--- src/rtl/rjd_pkg.sv ---
// Shared constants and opcode names for the instruction decoder.
// Assumes a fixed 16-bit instruction word with a 4-bit immediate remainder.
package rjd_pkg;
    localparam int INSTR_W = 16;
    localparam int OP_W    = 5;
    localparam int REG_W   = 4;
    localparam int IMM_W   = 16;
    localparam int LO_W    = 4;
    localparam int PFX_W   = IMM_W - LO_W;

    typedef enum logic [OP_W-1:0] {
        OP_NOP    = 5'd0,
        OP_MOVE   = 5'd6,
        OP_LOADC  = 5'd7,
        OP_JUMP   = 5'd8,
        OP_PREFIX = 5'd9,
        OP_CALL   = 5'd10,
        OP_PFXALT = 5'd11
    } op_name_e;

    typedef enum logic [1:0] {
        LAY_REG  = 2'b00,
        LAY_WIDE = 2'b01,
        LAY_MEM  = 2'b10,
        LAY_SIMM = 2'b11
    } layout_e;

    typedef struct packed {
        logic [OP_W-1:0]  op;
        logic [REG_W-1:0] rd;
        logic [REG_W-1:0] rs;
        logic [IMM_W-1:0] imm;
        logic [LO_W-1:0]  imm_lo;
        logic             has_imm;
        logic             is_prefix;
        logic [PFX_W-1:0] pfx_bits;
        logic             illegal;
    } field_t;
endpackage

--- src/rtl/rjd_field_decode.sv ---
// Field decoder: splits one instruction word into opcode, register indices
// and an extended immediate, rebuilding the opcode for immediate layouts.
// Assumes rjd_pkg widths; purely combinational.
module rjd_field_decode
    import rjd_pkg::*;
#(
    parameter int W = INSTR_W
) (
    input  logic [W-1:0] word,
    output field_t       fld
);
    localparam int SIMM_W = 6;
    localparam int BIMM_W = 8;
    localparam int JIMM_W = 11;
    localparam int OFS_W  = 4;

    logic [1:0] lay;
    assign lay = word[1:0];

    // Decode fields by layout; unknown encodings fall to an illegal no-op.
    always_comb begin
        fld = '0;
        fld.op = OP_NOP;
        unique case (lay)
            LAY_REG: begin
                if (word[7] || (word[6:2] == OP_LOADC)) begin
                    fld.illegal = 1'b1;
                end else begin
                    fld.op = (word[6:2] == OP_PFXALT) ? OP_PREFIX : word[6:2];
                    if (word[6:2] > 5'd3) begin
                        fld.rd = word[15:12];
                        fld.rs = word[11:8];
                    end
                end
            end
            LAY_SIMM: begin
                fld.op      = {1'b1, word[5:2]};
                fld.rd      = word[15:12];
                fld.has_imm = 1'b1;
                fld.imm     = {{(IMM_W-SIMM_W){word[11]}}, word[11:6]};
                fld.imm_lo  = word[9:6];
            end
            LAY_MEM: begin
                fld.op      = {3'b011, word[3:2]};
                fld.rd      = word[15:12];
                fld.rs      = word[11:8];
                fld.has_imm = 1'b1;
                fld.imm_lo  = word[7:4];
                if (!word[3])
                    fld.imm = {{(IMM_W-OFS_W-1){1'b0}}, word[7:4], 1'b0};
                else
                    fld.imm = {{(IMM_W-OFS_W){1'b0}}, word[7:4]};
            end
            LAY_WIDE: begin
                unique case (word[3:2])
                    2'b00: begin
                        fld.op      = OP_MOVE;
                        fld.rd      = word[15:12];
                        fld.has_imm = 1'b1;
                        fld.imm     = {{(IMM_W-BIMM_W){word[11]}}, word[11:4]};
                        fld.imm_lo  = word[7:4];
                    end
                    2'b01: begin
                        fld.op      = word[4] ? OP_CALL : OP_JUMP;
                        fld.has_imm = 1'b1;
                        fld.imm     = {{(IMM_W-JIMM_W){word[15]}}, word[15:5]};
                        fld.imm_lo  = word[8:5];
                    end
                    2'b10: begin
                        fld.illegal = 1'b1;
                    end
                    default: begin
                        fld.op        = OP_PREFIX;
                        fld.has_imm   = 1'b1;
                        fld.is_prefix = 1'b1;
                        fld.pfx_bits  = word[15:4];
                        fld.imm       = {word[15:4], {LO_W{1'b0}}};
                    end
                endcase
            end
            default: fld.illegal = 1'b1;
        endcase
    end
endmodule

--- src/rtl/rjd_prefix_track.sv ---
// Prefix tracker: holds the upper immediate bits supplied by a prefix word
// until the next accepted instruction consumes them.
// Assumes synchronous active-low reset and one accepted word per valid edge.
module rjd_prefix_track
    import rjd_pkg::*;
#(
    parameter int PW = PFX_W
) (
    input  logic          clk,
    input  logic          rst_n,
    input  logic          take,
    input  logic          is_prefix,
    input  logic [PW-1:0] bits_in,
    output logic          pending,
    output logic [PW-1:0] bits_out
);
    // Arm on an accepted prefix, release on any other accepted word.
    always_ff @(posedge clk) begin
        if (!rst_n) begin
            pending  <= 1'b0;
            bits_out <= '0;
        end else if (take) begin
            pending <= is_prefix;
            if (is_prefix)
                bits_out <= bits_in;
        end
    end

    p_prefix_arms_r8: assert property (@(posedge clk) disable iff (!rst_n)
        (take && is_prefix) |=> (pending && bits_out == $past(bits_in)));

    p_prefix_consumed_r10: assert property (@(posedge clk) disable iff (!rst_n)
        (take && !is_prefix) |=> !pending);

    p_idle_holds_r10: assert property (@(posedge clk) disable iff (!rst_n)
        !take |=> ($stable(pending) && $stable(bits_out)));
endmodule

--- src/rtl/rjd_imm_merge.sv ---
// Immediate merge: replaces the upper bits of an immediate with pending
// prefix bits. Assumes the prefix itself never merges into its own value.
module rjd_imm_merge
    import rjd_pkg::*;
#(
    parameter int IW = IMM_W,
    localparam int PW = IW - LO_W
) (
    input  logic          pending,
    input  logic [PW-1:0] pfx_bits,
    input  logic          has_imm,
    input  logic          is_prefix,
    input  logic [IW-1:0] imm_in,
    input  logic [LO_W-1:0] imm_lo,
    output logic [IW-1:0] imm_out
);
    // Choose merged or plain immediate.
    always_comb begin
        if (pending && has_imm && !is_prefix)
            imm_out = {pfx_bits, imm_lo};
        else
            imm_out = imm_in;
    end
endmodule

--- src/rtl/rjd_decoder.sv ---
// Top of the instruction decoder: field decode, prefix tracking and
// immediate merge. Outputs follow instr combinationally; only the pending
// prefix is state. Assumes synchronous active-low reset.
module rjd_decoder
    import rjd_pkg::*;
(
    input  logic                clk,
    input  logic                rst_n,
    input  logic                instr_valid,
    input  logic [INSTR_W-1:0]  instr,
    output logic [OP_W-1:0]     opcode,
    output logic [REG_W-1:0]    rd,
    output logic [REG_W-1:0]    rs,
    output logic [IMM_W-1:0]    imm,
    output logic                has_imm,
    output logic                illegal,
    output logic                imm_pending
);
    field_t           fld;
    logic [PFX_W-1:0] held_bits;

    rjd_field_decode #(.W(INSTR_W)) u_fields (
        .word (instr),
        .fld  (fld)
    );

    rjd_prefix_track #(.PW(PFX_W)) u_prefix (
        .clk       (clk),
        .rst_n     (rst_n),
        .take      (instr_valid),
        .is_prefix (fld.is_prefix),
        .bits_in   (fld.pfx_bits),
        .pending   (imm_pending),
        .bits_out  (held_bits)
    );

    rjd_imm_merge #(.IW(IMM_W)) u_merge (
        .pending   (imm_pending),
        .pfx_bits  (held_bits),
        .has_imm   (fld.has_imm),
        .is_prefix (fld.is_prefix),
        .imm_in    (fld.imm),
        .imm_lo    (fld.imm_lo),
        .imm_out   (imm)
    );

    assign opcode  = fld.op;
    assign rd      = fld.rd;
    assign rs      = fld.rs;
    assign has_imm = fld.has_imm;
    assign illegal = fld.illegal;

    p_simm_upper_r4: assert property (@(posedge clk) disable iff (!rst_n)
        (instr[1:0] == 2'b11) |-> (opcode[4] && has_imm && rs == '0));

    p_reg_no_imm_r2: assert property (@(posedge clk) disable iff (!rst_n)
        (instr[1:0] == 2'b00) |-> (!has_imm && imm == '0));

    p_illegal_quiet_r11: assert property (@(posedge clk) disable iff (!rst_n)
        illegal |-> (opcode == '0 && imm == '0 && !has_imm && rd == '0 && rs == '0));

    p_sys_no_regs_r3: assert property (@(posedge clk) disable iff (!rst_n)
        (has_imm == 1'b0 && opcode < 5'd4) |-> (rd == '0 && rs == '0));
endmodule

--- config.mk ---
export PLATFORM = sky130hd
export DESIGN_NAME = rjd_decoder
export DESIGN_NICKNAME = d
export VERILOG_FILES = /design/src/rtl/rjd_pkg.sv /design/src/rtl/rjd_field_decode.sv /design/src/rtl/rjd_prefix_track.sv /design/src/rtl/rjd_imm_merge.sv /design/src/rtl/rjd_decoder.sv
export SDC_FILE = /design/constraint.sdc
export NUM_CORES = 1
export LEC_CHECK = 0
export BUFFER_PORTS_ARGS = -buffer_cell sky130_fd_sc_hd__clkbuf_2
export CORE_ASPECT_RATIO = 0.75
export CORE_UTILIZATION = 58
export CTS_BUF_LIST = sky130_fd_sc_hd__clkbuf_8
export CTS_CLUSTER_SIZE = 20
export DETAILED_ROUTE_END_ITERATION = 8
export PLACE_DENSITY_LB_ADDON = 0.05
export SLEW_MARGIN = 5
export SYNTH_ARGS = -nofsm -noshare
export SYNTH_HDL_FRONTEND = slang
export SYNTH_HIERARCHICAL = 1
export SYNTH_SLANG_ARGS = --single-unit
--- constraint.sdc ---
create_clock -name clk -period 3.6 [get_ports clk]
set_input_delay 0.18 -clock clk [delete_from_list [all_inputs] [get_ports clk]]
set_output_delay 0.18 -clock clk [all_outputs]
set_load 0.02 [all_outputs]
* Word-level counts from Yosys, hierarchy flattened
Cells that the tools add are included.
Widths: inputs -> output; s select.
** Storage, ports and cells
- Logic and storage cells :: 37
- Register bits :: 13
- Input port bits :: 19
** Operators by class
- $lt $le $gt $ge :: 1
- Mux-type cells :: 19
- Equality and inequality tests :: 7
- Reduce and logical (&&, ||, !) cells :: 8
** Operators by type and width (number)
- $pmux 21 s3 :: 1
- $pmux 16 s3 :: 1
- $mux 13 :: 3
- $pmux 9 s4 :: 1
- $mux 16 :: 1
- $pmux 4 s2 :: 2
- $pmux 5 s3 :: 1
- $mux 5 :: 2
- $mux 8 :: 1
- $eq 2x2->1 const B :: 3
- $eq 5x3->1 const B :: 1
- $eq 5x4->1 const B :: 1
- $gt 5x2->1 const B :: 1
- $eq 2x1->1 const B :: 2
- $logic_not 2->1 :: 2
- $mux 4 :: 1
- $mux 1 :: 3
- $reduce_or 3->1 :: 1
- $logic_and 1x1->1 :: 2
- $mux 2 :: 1
- $pmux 1 s2 :: 1
- $reduce_and 2->1 :: 1
- $logic_not 1->1 :: 1
- $logic_or 1x1->1 :: 1

* Depth between registers and ports, before layout
- Depth after elaboration :: 7
- Mapped depth :: 7

* Hierarchy
Netlist, hierarchy kept.
** Modules (own cells, without submodules)
- rjd_field_decode :: instances 1, cells an instance 135, area each 875.8 µm²
- rjd_prefix_track :: instances 1, cells an instance 58, area each 553.0 µm²
- rjd_imm_merge :: instances 1, cells an instance 18, area each 249.0 µm²

* Least setup slack after synthesis
No wires, ideal clock.
- Path type :: input to output
- Start :: input instr[0]
- End :: output imm[10]
- Setup slack :: 1.348 ns
- Stages on the path :: 6
- Arrival :: 2.072 ns
- Data required time :: 3.420 ns
- Path through :: buf_2 clkinv_1 o21ai_0 nand3b_4 buf_6 mux2_4
** On the way
- Cells in the longest elaborated chain, start to end :: 5
- Elaborated cells between the ends (all ways) :: 9
- Classes of those cells :: 3 x eq/ne; 3 x mux; 3 x reduce/logical
** RTL lines
- start: declaration :: RTL line rjd_decoder.sv:10 : input logic [INSTR_W-1:0] instr,
- $eq 2x1->1 / $eq 2x2->1 (equally long branches) :: RTL line rjd_field_decode.sv:24 : unique case (lay)
- $pmux 21 s3 * :: RTL line rjd_field_decode.sv:24
- via has_imm :: RTL line rjd_decoder.sv:15 : output logic has_imm,
- $logic_and 1x1->1 * (2 in series) :: RTL line rjd_imm_merge.sv:19 : if (pending && has_imm && !is_prefix)
- $mux 16 * :: RTL line rjd_imm_merge.sv:19
- end: declaration :: RTL line rjd_decoder.sv:14 : output logic [IMM_W-1:0] imm,
The timed path passes the listed nets; every way through them passes the cells marked *.

* Worst setup path in the final report
- Start :: input instr[0]
- End :: output imm[14]
** On the way
- Cells in the longest elaborated chain, start to end :: 5
- Elaborated cells between the ends (all ways) :: 9
- Classes of those cells :: 3 x eq/ne; 3 x mux; 3 x reduce/logical
** RTL lines (RTL line)
- $eq 2x1->1 / $eq 2x2->1 (equally long branches) :: rjd_field_decode.sv:24
- $pmux 21 s3 / $mux 13 (equally long branches) :: rjd_field_decode.sv:24
- $logic_and 1x1->1 / $logic_not 1->1 (equally long branches) :: rjd_imm_merge.sv:19
- $logic_and 1x1->1 :: rjd_imm_merge.sv:19
- $mux 16 * :: rjd_imm_merge.sv:19
Every way passes the cells marked *; elsewhere a longest branch is shown, timed or not.

==> results_dict.tcl <==
set metrics [dict create \
    status "finished clean" \
    worstMarginPinSlew_ns 0.611 \
    finClkSkew_ns 0 \
    synth_top_family_by_area "compound AO/OA/AOI/OAI gates" \
    cpMostUsedCell "clkbuf_2" \
    ys.flop_type "dfxtp_1" \
    ff2ff_setup_slack_ns 2.82 \
    antenna_found_initial 0 \
    portBuffers 50 \
    crit_chain "clkbuf_2 > clkinv_1 > o21ai_0 > nand3b_4 > mux2_4 > clkbuf_2" \
    dieWidth_um 64.1 \
    slew_violations 0 \
    top_layer_used "met4" \
    p_sw_share_pct 38.1 \
    peakVddDrop_uv 237 \
    initialDrtViolationCount 140 \
    synthArstFlopShare_pct 0 \
    ioPinCount 51 \
    cp_slowest_stage_delay_ns 0.50 \
    p_comb_share_pct 41.8 \
    synth-adder-area-share_pct 0 \
    worstPathArrival_ns 2.25 \
    n_antenna_cell 0 \
    maxCapViolations 0 \
    drt_first_pass_iters 5 \
    synth_fp_nets 230 \
    nFillCells 226 \
    syn-cell-area_um2 1680 \
    cp_top_family "buffers and inverters" \
    synth_xor_area_share_pct 0 \
    final_nets 266 \
    pwr-share-clk_pct 27.5 \
    postCtsHoldBufs 0 \
    cts_resized 0 \
    hold_viol_final 0 \
    vias 1802 \
    crit_start "instr[0]" \
    wl_met2_mm 2.11 \
    synth.area.mux_share_pct 19.1 \
    wl_met3_um 429 \
    grt_pass1_vias 1550 \
    cts_sinks 13 \
    worstPathRequired_ns 3.42 \
    critPathMaxFanout 19 \
    slowest_stage "o21ai_0" \
    hold_path.startpoint "instr[14]" \
    core_um2 2680 \
    power.density_nw_per_um2 250 \
    hpwl_mm 3.37 \
    reg2reg_from "u_prefix/pending" \
    drtAntennaViolNets 0 \
    fmax_mhz 411 \
    p_switching_uw 180 \
    core.rowCount 16 \
    met1Wirelength_mm 2.15 \
    seqPwrFrac_pct 30.7 \
    min_period_ns 2.43 \
    cts_root_buffer "clkbuf_8" \
    netlist_instances 211 \
    numCtsBuffers 3 \
    h-tree-depth 1 \
    synth_compound_area_share_pct 28.0 \
    min_period_over_period_pct 67.6 \
    layout-drive-gt1-share_pct 35.8 \
    yosys.area_share.simple_pct 26.5 \
    cts_tree "built" \
    avgSynthCellArea_um2 7.95 \
    setup_viol 0 \
    gp_congestion 0.940 \
    cts_buffer_depth 2 \
    path_class "input pin to output pin" \
    clk_pin_slew_worst_paths_ns 0.05 \
    grt_max_degree 27 \
    p_total_uw 472 \
    hold_path.class "input pin to flip-flop" \
    die_h_um 48.6 \
    initial_core_util_pct 62.5 \
    synth_edf_count 0 \
    crit_buf_inv 3 \
    synthDistinctLibCells 45 \
    totalWireLength_mm 4.73 \
    synth-seq-cells 13 \
    setup_tns_ns 0 \
    endpoint_kind "output pin" \
    grt_usage_pct 31.9 \
    p_leak_uw 0.000905 \
    postCtsSetupBuffers 0 \
    yosysWarnings 6 \
    intPower_uw 292 \
    slew_headroom_pct 59.2 \
    grt_first_pass_wirelength_mm 7.83 \
    routedWlPerCell_um 16.8 \
    start_kind "input pin" \
    ys_seq_area_share_pct 15.5 \
    vias_per_cell 6.39 \
    overflow 0 \
    rsz0062_at_grt "no" \
    drc 0 \
    die_area_um2 3110 \
    worst_skew_pair.late_latency_ns 0.24 \
    area.growth.synth_to_final_pct 12.3 \
]
[path summary, 6_finish.rpt]
path | to | cells past startpoint
min | u_prefix/bits_out[10] | 5
max reg2reg | u_prefix/pending | 2
min reg2reg | u_prefix/bits_out[11] | 2
max | imm[14] | 6
[cell families (layout without fill, tap and decap cells)]
group	after synthesis	count (layout)
AO/OA/AOI/OAI	63	63
flip-flops	13	13
AND/OR/NAND/NOR	78	78
multiplexers	26	26
buffers and inverters	31	66
[routing by layer]
layer | vias to the layer above | track usage [%]
met5 | - | 0
met4 | 0 | 9.63
met3 | 6 | 5.90
met2 | 114 | 48.4
met1 | 835 | 45.6
li1 | 847 | -
[power by group through the flow]
stage / sequential, uW / clock [uW] / combinational, uW
after floorplan: 148 / 0 / 144
after global placement: 148 / 0 / 189
after detailed placement: 148 / 0 / 194
after CTS: 145 / 131 / 195
after global routing: 144 / 142 / 211
final: 145 / 130 / 197
[cells in the final DEF (no fill, tap or decap), types with 6 or more instances in the layout]
cell / count
o21ai_2: 10
nand4_1: 13
a21oi_1: 6
and2_1: 7
mux2i_1: 8
nand2_1: 28
inv_1: 11
a21boi_0: 10
mux2_2: 8
nor2_1: 6
o21ai_0: 10
clkbuf_2: 50
mux2_4: 10
dfxtp_1: 13
[worst reg2reg max path, cell delays in order (launching register included)]
cell and delay [ns]:
dfxtp_1 0.35, nor2b_1 0.15, o21a_1 0.18
[metrics by stage]
step	utilization [%]	worst slack (ns)	cell area [um2]	hold slack [ns]	std cells
after global routing	70.2	0.981	1880	0.357	282
final	70.2	1.17	1880	0.328	282
after CTS	70.2	1.21	1880	0.328	282
after floorplan	-	1.35	1680	0.343	211
after global placement	68.6	1.29	1840	0.439	278
after detailed placement	68.6	1.20	1840	0.454	278
[state kept, by name, indices dropped and copies added (netlist names)]
| register | count |
|---|---|
| u_prefix/pending | 1 |
| u_prefix/bits_out | 12 |
[final cells by class]
cell class,instances,area [um2],share of cell area (%)
Multi-Input combinational cell,167,1230,65.5
Clock inverter,1,3.75,0.199
Clock buffer,3,41.3,2.19
Sequential cell,13,260,13.8
Timing Repair Buffer,51,258,13.7
Inverter,11,41.3,2.19
Tap cell,36,45.0,2.39
[cells in the mapped netlist (4+ instances only)]
| cell | number | area [um2] |
|---|---|---|
| mux2_4 | 10 | 150 |
| o22ai_1 | 5 | 31.3 |
| mux2_2 | 8 | 90.1 |
| nor2_1 | 6 | 22.5 |
| a21boi_0 | 10 | 75.1 |
| nor2b_1 | 4 | 25.0 |
| dfxtp_1 | 13 | 260 |
| a21oi_1 | 6 | 30.0 |
| nand4_1 | 13 | 81.3 |
| o21ai_2 | 10 | 87.6 |
| buf_2 | 10 | 50.1 |
| o21ai_0 | 10 | 50.1 |
| nor3_1 | 5 | 25.0 |
| inv_1 | 10 | 37.5 |
| buf_4 | 6 | 45.0 |
| nand2_1 | 28 | 105 |
| and2_1 | 7 | 43.8 |
| mux2i_1 | 8 | 80.1 |
Note: power is estimated with default switching activity, not from simulation.
